==> config.mk <==
export PLATFORM = sky130hd
export DESIGN_NAME = stopwatch_core
export DESIGN_NICKNAME = d
export VERILOG_FILES = /design/src/rtl/sw_pkg.sv /design/src/rtl/sw_reset_sync.sv /design/src/rtl/sw_prescaler.sv /design/src/rtl/sw_digit.sv /design/src/rtl/sw_tone.sv /design/src/rtl/stopwatch_core.sv
export SDC_FILE = /design/constraint.sdc
export NUM_CORES = 1
export LEC_CHECK = 0
export BUFFER_PORTS_ARGS = -buffer_cell sky130_fd_sc_hd__buf_4
export CORE_UTILIZATION = 53
export CTS_CLUSTER_DIAMETER = 40
export DETAILED_ROUTE_END_ITERATION = 6
export GPL_TIMING_DRIVEN = 0
export PLACE_DENSITY = 0.76
export SYNTH_ARGS = -nofsm -noshare
export SYNTH_HDL_FRONTEND = slang
export SYNTH_SLANG_ARGS = --single-unit
==> constraint.sdc <==
create_clock -name clk -period 1.9 [get_ports clk]
set_input_delay 0.19 -clock clk [delete_from_list [all_inputs] [get_ports clk]]
set_output_delay 0.19 -clock clk [all_outputs]
set_load 0.005 [all_outputs]
==> src/rtl/sw_pkg.sv <==
package sw_pkg;
  localparam int unsigned NDIG = 6;

  typedef logic [3:0] bcd_t;

  // Radix of each digit, low nibble = hundredths
  localparam logic [4*NDIG-1:0] DEFAULT_RADIX =
    {4'd6, 4'd10, 4'd6, 4'd10, 4'd10, 4'd10};

  // Largest value of each digit for a radix vector
  function automatic logic [4*NDIG-1:0] top_values(input logic [4*NDIG-1:0] rad);
    logic [4*NDIG-1:0] res;
    res = '0;
    for (int i = 0; i < NDIG; i++) begin
      res[4*i +: 4] = rad[4*i +: 4] - 4'd1;
    end
    return res;
  endfunction
endpackage

==> src/rtl/sw_reset_sync.sv <==
module sw_reset_sync (
  input  logic clk,
  input  logic arst_n,
  output logic srst_n
);
  logic s1_q, s2_q;
  logic s1_d, s2_d;

  always_comb begin
    s1_d = 1'b1;
    s2_d = s1_q;
  end

  always_ff @(posedge clk or negedge arst_n) begin
    if (!arst_n) begin
      s1_q <= 1'b0;
      s2_q <= 1'b0;
    end else begin
      s1_q <= s1_d;
      s2_q <= s2_d;
    end
  end

  assign srst_n = s2_q;
endmodule

==> src/rtl/sw_prescaler.sv <==
module sw_prescaler #(
  parameter int unsigned DIV = 100000
) (
  input  logic clk,
  input  logic rst_n,
  input  logic run,
  output logic tick
);
  localparam int unsigned CW = (DIV > 1) ? $clog2(DIV) : 1;
  localparam logic [CW-1:0] LAST = CW'(DIV - 1);

  logic [CW-1:0] cnt_q, cnt_d;
  logic          at_last;

  assign at_last = (cnt_q == LAST);

  always_comb begin
    cnt_d = cnt_q;
    if (run) begin
      if (at_last) cnt_d = '0;
      else         cnt_d = cnt_q + 1'b1;
    end
  end

  always_ff @(posedge clk or negedge rst_n) begin
    if (!rst_n) cnt_q <= '0;
    else        cnt_q <= cnt_d;
  end

  assign tick = run && at_last;

  // phase counter never leaves its range
  p_cnt_range_r3: assert property (@(posedge clk) disable iff (!rst_n)
    cnt_q <= LAST);

  // phase is frozen when not running
  p_phase_freeze_r6: assert property (@(posedge clk) disable iff (!rst_n)
    !run |=> $stable(cnt_q));
endmodule

==> src/rtl/sw_digit.sv <==
module sw_digit
  import sw_pkg::*;
#(
  parameter int unsigned RADIX = 10
) (
  input  logic clk,
  input  logic rst_n,
  input  logic en,
  output bcd_t q,
  output logic at_max
);
  localparam bcd_t TOP = 4'(RADIX - 1);

  bcd_t q_q, q_d;

  assign at_max = (q_q == TOP);

  always_comb begin
    q_d = q_q;
    if (en) begin
      if (at_max) q_d = '0;
      else        q_d = q_q + 4'd1;
    end
  end

  always_ff @(posedge clk or negedge rst_n) begin
    if (!rst_n) q_q <= '0;
    else        q_q <= q_d;
  end

  assign q = q_q;

  // a digit stays within its radix
  p_digit_range_r2: assert property (@(posedge clk) disable iff (!rst_n)
    q_q <= TOP);

  // an enabled digit below its top steps by exactly one
  p_digit_step_r2: assert property (@(posedge clk) disable iff (!rst_n)
    (en && !at_max) |=> (q_q == $past(q_q) + 4'd1));

  // an enabled digit at its top returns to zero
  p_digit_wrap_r2: assert property (@(posedge clk) disable iff (!rst_n)
    (en && at_max) |=> (q_q == 4'd0));
endmodule

==> src/rtl/sw_tone.sv <==
module sw_tone #(
  parameter int unsigned HALF = 10000
) (
  input  logic clk,
  input  logic rst_n,
  output logic sq
);
  localparam int unsigned CW = (HALF > 1) ? $clog2(HALF) : 1;
  localparam logic [CW-1:0] LAST = CW'(HALF - 1);

  logic [CW-1:0] cnt_q, cnt_d;
  logic          sq_q, sq_d;
  logic          flip;

  assign flip = (cnt_q == LAST);

  always_comb begin
    cnt_d = flip ? '0 : cnt_q + 1'b1;
    sq_d  = flip ? !sq_q : sq_q;
  end

  always_ff @(posedge clk or negedge rst_n) begin
    if (!rst_n) begin
      cnt_q <= '0;
      sq_q  <= 1'b0;
    end else begin
      cnt_q <= cnt_d;
      sq_q  <= sq_d;
    end
  end

  assign sq = sq_q;

  // the tone only changes at the end of a half period
  p_tone_steady_r9: assert property (@(posedge clk) disable iff (!rst_n)
    !flip |=> $stable(sq_q));

  // the tone changes at every end of a half period
  p_tone_flip_r9: assert property (@(posedge clk) disable iff (!rst_n)
    flip |=> (sq_q != $past(sq_q)));
endmodule

==> src/rtl/stopwatch_core.sv <==
module stopwatch_core
  import sw_pkg::*;
#(
  parameter int unsigned          TICK_DIV  = 100000,
  parameter int unsigned          TONE_HALF = 10000,
  parameter logic [4*NDIG-1:0]    RADIX     = DEFAULT_RADIX
) (
  input  logic       clk,
  input  logic       clr_n,
  input  logic       hold,
  output logic [3:0] digit0,
  output logic [3:0] digit1,
  output logic [3:0] digit2,
  output logic [3:0] digit3,
  output logic [3:0] digit4,
  output logic [3:0] digit5,
  output logic       beep
);
  localparam logic [4*NDIG-1:0] TOPS = top_values(RADIX);

  logic              rst_sync_n;
  logic              run;
  logic              tick;
  logic              tone_sq;
  logic              warn;
  logic [NDIG-1:0]   en;
  logic [NDIG-1:0]   at_max;
  logic [4*NDIG-1:0] dig_flat;

  sw_reset_sync u_rsync (
    .clk    (clk),
    .arst_n (clr_n),
    .srst_n (rst_sync_n)
  );

  assign run = !hold;

  sw_prescaler #(.DIV(TICK_DIV)) u_presc (
    .clk   (clk),
    .rst_n (rst_sync_n),
    .run   (run),
    .tick  (tick)
  );

  assign en[0] = tick;

  for (genvar i = 0; i < NDIG; i++) begin : g_dig
    localparam int unsigned R = int'(RADIX[4*i +: 4]);
    if (i > 0) begin : g_carry
      assign en[i] = en[i-1] && at_max[i-1];
    end
    sw_digit #(.RADIX(R)) u_digit (
      .clk    (clk),
      .rst_n  (rst_sync_n),
      .en     (en[i]),
      .q      (dig_flat[4*i +: 4]),
      .at_max (at_max[i])
    );
  end

  sw_tone #(.HALF(TONE_HALF)) u_tone (
    .clk   (clk),
    .rst_n (rst_sync_n),
    .sq    (tone_sq)
  );

  // Last ten seconds of the range: top three digits all at their maxima
  assign warn = at_max[NDIG-1] && at_max[NDIG-2] && at_max[NDIG-3];
  assign beep = warn && tone_sq;

  assign digit0 = dig_flat[3:0];
  assign digit1 = dig_flat[7:4];
  assign digit2 = dig_flat[11:8];
  assign digit3 = dig_flat[15:12];
  assign digit4 = dig_flat[19:16];
  assign digit5 = dig_flat[23:20];

  // hold keeps every digit
  p_hold_keeps_r5: assert property (@(posedge clk) disable iff (!rst_sync_n)
    hold |=> $stable(dig_flat));

  // tone only inside 59:5x.xx
  p_beep_window_r8: assert property (@(posedge clk) disable iff (!rst_sync_n)
    beep |-> (digit5 == TOPS[23:20] && digit4 == TOPS[19:16] &&
              digit3 == TOPS[15:12]));

  // top of range wraps to zero on the next tick
  p_range_wrap_r7: assert property (@(posedge clk) disable iff (!rst_sync_n)
    (tick && dig_flat == TOPS) |=> (dig_flat == '0));
endmodule

# ---- Word level (Yosys, flattened, before mapping)
# Index checks and enable logic that the tools add are counted.
dict set report totals {
  reg_bits 58
  out_inout_bits 25
}
dict set report op_classes {
  addsub 8
  eq_ne 8
  muxes 8
  n_reduce_logical 11
}
# cell count
set ops {}
lappend ops {{4-bit by 1-bit adder with 4-bit output, second input constant} 6}
lappend ops {{4-bit two-way mux} 6}
lappend ops {{17-bit by 1-bit adder with 17-bit output, second input constant} 1}
lappend ops {{17-bit == test, second input constant} 1}
lappend ops {{17-bit two-way mux} 1}
lappend ops {{4-bit == test, second input constant} 4}
lappend ops {{14-bit by 1-bit adder with 14-bit output, second input constant} 1}
lappend ops {{14-bit == test, second input constant} 1}
lappend ops {{14-bit two-way mux} 1}
lappend ops {{1-bit logical AND} 9}
lappend ops {{4-bit by 3-bit == test with 1-bit output, second input constant} 2}
lappend ops {{1-bit logical NOT} 2}

# ---- Depth between registers and ports, before layout
dict set report depth {
  word_depth 7
  mapped_depth 7
  mapped_depth_nobuf 6
}

# ---- Hierarchy
# From an unflattened synthesis, not the netlist that was laid out.
dict set report hier_totals {
  hier_cells 257
  area_unflattened_um2 2787.7
}
# mod n_inst cells_each area_each_um2 seq_area_each_um2
set modules_own_cells {}
lappend modules_own_cells {sw_prescaler 1 85 862.1 425.4}
lappend modules_own_cells {{sw_digit (g_dig[0].u_digit ...)} 4 17 191.4 100.1}
lappend modules_own_cells {sw_tone 1 60 683.2 375.4}
lappend modules_own_cells {{sw_digit (g_dig[3].u_digit ...)} 2 17 185.2 100.1}
lappend modules_own_cells {sw_reset_sync 1 3 53.8 50.0}
lappend modules_own_cells {stopwatch_core 1 7 52.6 0.0}

# ---- Worst setup path before layout
# OpenSTA, ideal clock, no wires.
dict set report synth_path {
  path_kind {register to register}
  start {reg g_dig[1].u_digit.q_q[2]}
  end {reg g_dig[4].u_digit.q_q[3]}
  t_arrival_ns 1.784
  required_time_ns 1.779
  slack_ns -0.005
  path_stages_with_launch 7
  n_path_buf 1
  period_less_slack_ns 1.905
  path_cell_list {dfrtp_1 > nand2b_1 > or3b_4 > nor4b_4 > buf_2 > nand3_1 > a22o_1}
}
dict set report synth_via {
  elab_chain_len 4
}
# item line_no
set synth_rtl {}
lappend synth_rtl {{start, declared} sw_digit.sv:14} ;# bcd_t q_q, q_d;
lappend synth_rtl {{start signal, assigned} sw_digit.sv:28} ;# else q_q <= q_d;
lappend synth_rtl {{4-bit == test} sw_digit.sv:16} ;# assign at_max = (q_q == TOP);
lappend synth_rtl {{1-bit logical AND (3 in series)} stopwatch_core.sv:50} ;# assign en[i] = en[i-1] && at_max[i-1];
lappend synth_rtl {{end signal, assigned} sw_digit.sv:28}
lappend synth_rtl {{end, declared} sw_digit.sv:14}
# Every way passes these cells.
# A chain may end at the register's enable or synchronous reset.

# ---- Worst setup path in the final report
dict set report layout_path {
  start {reg u_presc.cnt_q[6]}
  end {reg g_dig[5].u_digit.q_q[3]}
}
dict set report layout_via {
  elab_chain_len 7
}
# item line_no
set layout_rtl {}
lappend layout_rtl {{start, declared} sw_prescaler.sv:12} ;# logic [CW-1:0] cnt_q, cnt_d;
lappend layout_rtl {{start signal, assigned} sw_prescaler.sv:27} ;# else cnt_q <= cnt_d;
lappend layout_rtl {{17-bit == test} sw_prescaler.sv:15} ;# assign at_last = (cnt_q == LAST);
lappend layout_rtl {{1-bit logical AND} sw_prescaler.sv:30} ;# assign tick = run && at_last;
lappend layout_rtl {{1-bit logical AND (5 in series)} stopwatch_core.sv:50}
lappend layout_rtl {{end signal, assigned} sw_digit.sv:28}
lappend layout_rtl {{end, declared} sw_digit.sv:14}
# Every way passes these cells.

==> flow_metrics.env <==
export IMPL_p_per_area_mw_per_mm2=732.8
export IMPL_cts_buffer_depth=2
export IMPL_wirelength_mm=5.557
export IMPL_fp_dieW_um=74.74
export IMPL_crit_type="reg -> reg"
export IMPL_port_buffers=26
export IMPL_max_cap_viol_count=0
export IMPL_ys_ff_latch=58
export IMPL_rsz0062_at_grt="true"
export IMPL_tightestPinTransition_ps=688.2
export IMPL_avgSynthCellArea_um2=11.22
export IMPL_dpl_hpwl_mm=3.334
export IMPL_antenna_cells=0
export IMPL_final_core_utilization_pct=71.75
export IMPL_grt_max_degree=42
export IMPL_drtIter0Drc=107
export IMPL_cts_root_buf="clkbuf_8"
export IMPL_tns_ps=-40.63
export IMPL_synth_area_mm2=0.002804
export IMPL_nNetsFinal=322
export IMPL_grt_pass1_wl_mm=9.128
export IMPL_routabilityCongestion=0.7379
export IMPL_grt_pass1_vias=1975
export IMPL_fillers=362
export IMPL_htreeDepth=3
export IMPL_crit_required_ps=2110
export IMPL_leakagePower_nw=1.729
export IMPL_min_path_type="reg -> async"
export IMPL_ys_flop_type="dfrtp_1"
export IMPL_setup_ws_ps=-19.66
export IMPL_die_height_um=74.74
export IMPL_syn_nets=255
export IMPL_cts_tree="built"
export IMPL_critPathArrivalTime_ps=2130
export IMPL_antenna_found_initial=0
export IMPL_cp_max_fo=5
export IMPL_synth_distinct_cells=47
export IMPL_synth_edf_count=0
export IMPL_final_setup_skew_ps=6.305
export IMPL_clock_latency_ps=330
export IMPL_overflow=0
export IMPL_drive_above_1_share_pct=36.76
export IMPL_fmax_mhz=520.9
export IMPL_synth_most_common_cell="dfrtp_1"
export IMPL_drv_slew=0
export IMPL_violations="negative setup slack"
export IMPL_critPathLaunchType="register"
export IMPL_final_cell_area_mm2=0.003665
export IMPL_fin_crit_sh_pct=101.0
export IMPL_viasPerCell=5.355
export IMPL_cts_buffers=9
export IMPL_hold_viol=0
export IMPL_whs_ps=176.0
export IMPL_synth_area_leaders="dfrtp_1 (52%), xnor2_1 (6.9%), xor2_1 (4.4%)"
export IMPL_outcome="finished, violations left"
export IMPL_setup_viol_count_final=5
export IMPL_synth_commonest_cells="dfrtp_1 (58), xnor2_1 (22), nand3_1 (21)"
export IMPL_vdd_drop_max_uv=574.1
export IMPL_placed_cell_area_mm2=0.003110
export IMPL_seq_area_frac_synth_pct=51.76
export IMPL_pre_cts_ws_ps=-253.7
export IMPL_fp_row_count=26
export IMPL_slew_headroom_pct=53.70
export IMPL_drc_errors=0
export IMPL_async_flop_share_pct=100.0
export IMPL_vias=2094
export IMPL_track_usage_pct=21.92
export IMPL_synth_largest_area_cell="dfrtp_1"
export IMPL_synth_top_area_share_pct=51.76
export IMPL_cp_end_kind="register"
export IMPL_coreArea_mm2=0.005107
export IMPL_cts_sinks=58
export IMPL_start_util_pct=54.90
export IMPL_ioPinCount=28
export IMPL_wl_per_cell_um=14.21
export IMPL_clk_pin_slew_ps=60
export IMPL_firstDrtPassIters=4
export IMPL_synthesis_instances=250
export IMPL_min_period_ps=1920
export IMPL_ant_nets=0
export IMPL_dieArea_mm2=0.005585
export IMPL_yosysWarnings=0
export IMPL_area_delta_synth_final_pct=30.70
[registers in the layout (all words and copies together), names as in the netlist]
name	count
u_rsync.srst_n	1
u_tone.sq	1
u_presc.cnt_q	17
u_rsync.s1_q	1
g_dig.u_digit.q	24
u_tone.cnt_q	14
[cells by family (layout without fill, tap and decap cells)]
family | count (synthesis) | in the layout | synth area share, %
other | 1 | 1 | 0.1337
and+or+nand+nor | 117 | 117 | 26.95
xor gates and xnor gates | 36 | 36 | 11.24
muxes | 8 | 8 | 3.034
DFF | 58 | 58 | 51.76
AOI/OAI and AO/OA | 20 | 20 | 4.820
buffers and inverters | 8 | 79 | 1.160
adders and majority gates | 2 | 2 | 0.8923
[layout by cell type, fill, tap and decap left out, types with 2 or more instances in the layout]
master    count
inv_1         4
nor2b_1       6
clkinv_2      2
nand3_1      16
nand2_2       2
nor4b_4       4
xnor2_1      21
o21ai_0       6
a22o_1        3
a21oi_2       2
nand2_1      16
mux2i_1       4
nand2b_1      5
nor3b_2       2
nor3_2        2
nand4b_1      2
o21ai_1       2
dfrtp_1      51
clkbuf_8     13
nand3_2       5
mux2_2        2
nor4_4        3
buf_4        55
nor4_1        2
o221ai_1      2
nor3_1        5
xor2_1       14
and3_1        4
nor2_1       18
or4b_1        2
nor2b_2       2
dfrtp_2       7
nand4_1       6
[report_power, final]
group	leakage [nW]	switching (W)	total (W)	internal (W)
sequential	0.748	0.0000993	0.00141	0.00131
clock	0.101	0.000462	0.00107	0.000604
combinational	0.880	0.000103	0.000211	0.000107
[final cells by class]
cell class / instances / area [um2] / share of cell area (%)
plain buffers: 2 / 16.27 / 0.4438
clock buffers: 13 / 178.9 / 4.882
multi-input cells: 184 / 1448 / 39.50
repair buffers: 57 / 442.9 / 12.09
inverters: 5 / 21.27 / 0.5804
clock inverters: 2 / 10.01 / 0.2731
well taps: 70 / 87.58 / 2.390
flip-flops and latches: 58 / 1460 / 39.84
[timing repair]
| action | in CTS | in global routing |
|---|---|---|
| hold buffers | 1 | 0 |
| resized for setup | 16 | 22 |
| pin swaps | 16 | 17 |
| endpoints found under the setup margin | 22 | 24 |
| endpoints found under the hold margin | 2 | 0 |
| gates cloned | 0 | 1 |
| buffers inserted | 15 | 13 |
[metrics by stage]
stage | instances | total power [W]
after floorplan | 250 | 0.001530
after global placement | 346 | 0.001568
after detailed placement | 347 | 0.001584
after CTS | 378 | 0.002681
after global routing | 391 | 0.002816
final | 391 | 0.002686
[worst max-delay path, stage by stage (launching register included)]
cell,delay [ps]
dfrtp_2,460
nor4b_4,340
nand3_2,180
nor4b_4,270
buf_4,180
buf_6,130
nand4_1,110
xnor2_1,140
[worst paths after layout]
kind                                         startpoint                                 to  slack (ps)  cells after the start
max                        u_presc.cnt_q[6]$_DFFE_PN0N_  g_dig[5].u_digit.q[3]$_DFFE_PN0P_         -20                      7
min                            u_rsync.srst_n$_DFF_PN0_          u_tone.cnt_q[2]$_DFF_PN0_         180                      0
max reg2reg                u_presc.cnt_q[6]$_DFFE_PN0N_  g_dig[5].u_digit.q[3]$_DFFE_PN0P_         -20                      7
min reg2reg                    u_rsync.srst_n$_DFF_PN0_          u_tone.cnt_q[2]$_DFF_PN0_         180                      0
max in group asynchronous      u_rsync.srst_n$_DFF_PN0_  g_dig[0].u_digit.q[1]$_DFFE_PN0N_        1170                      1
min in group clk                                   hold       u_presc.cnt_q[1]$_DFFE_PN0N_         200                      2
[metal layers]
layer	part of all wire, %	vias up	track usage, %
met5	0	-	0
met4	1.5	0	11.32
met3	2.6	9	5.087
met2	49	36	32.83
met1	47	1026	29.87
li1	-	1023	-
Power figures use the tool's default switching activity.
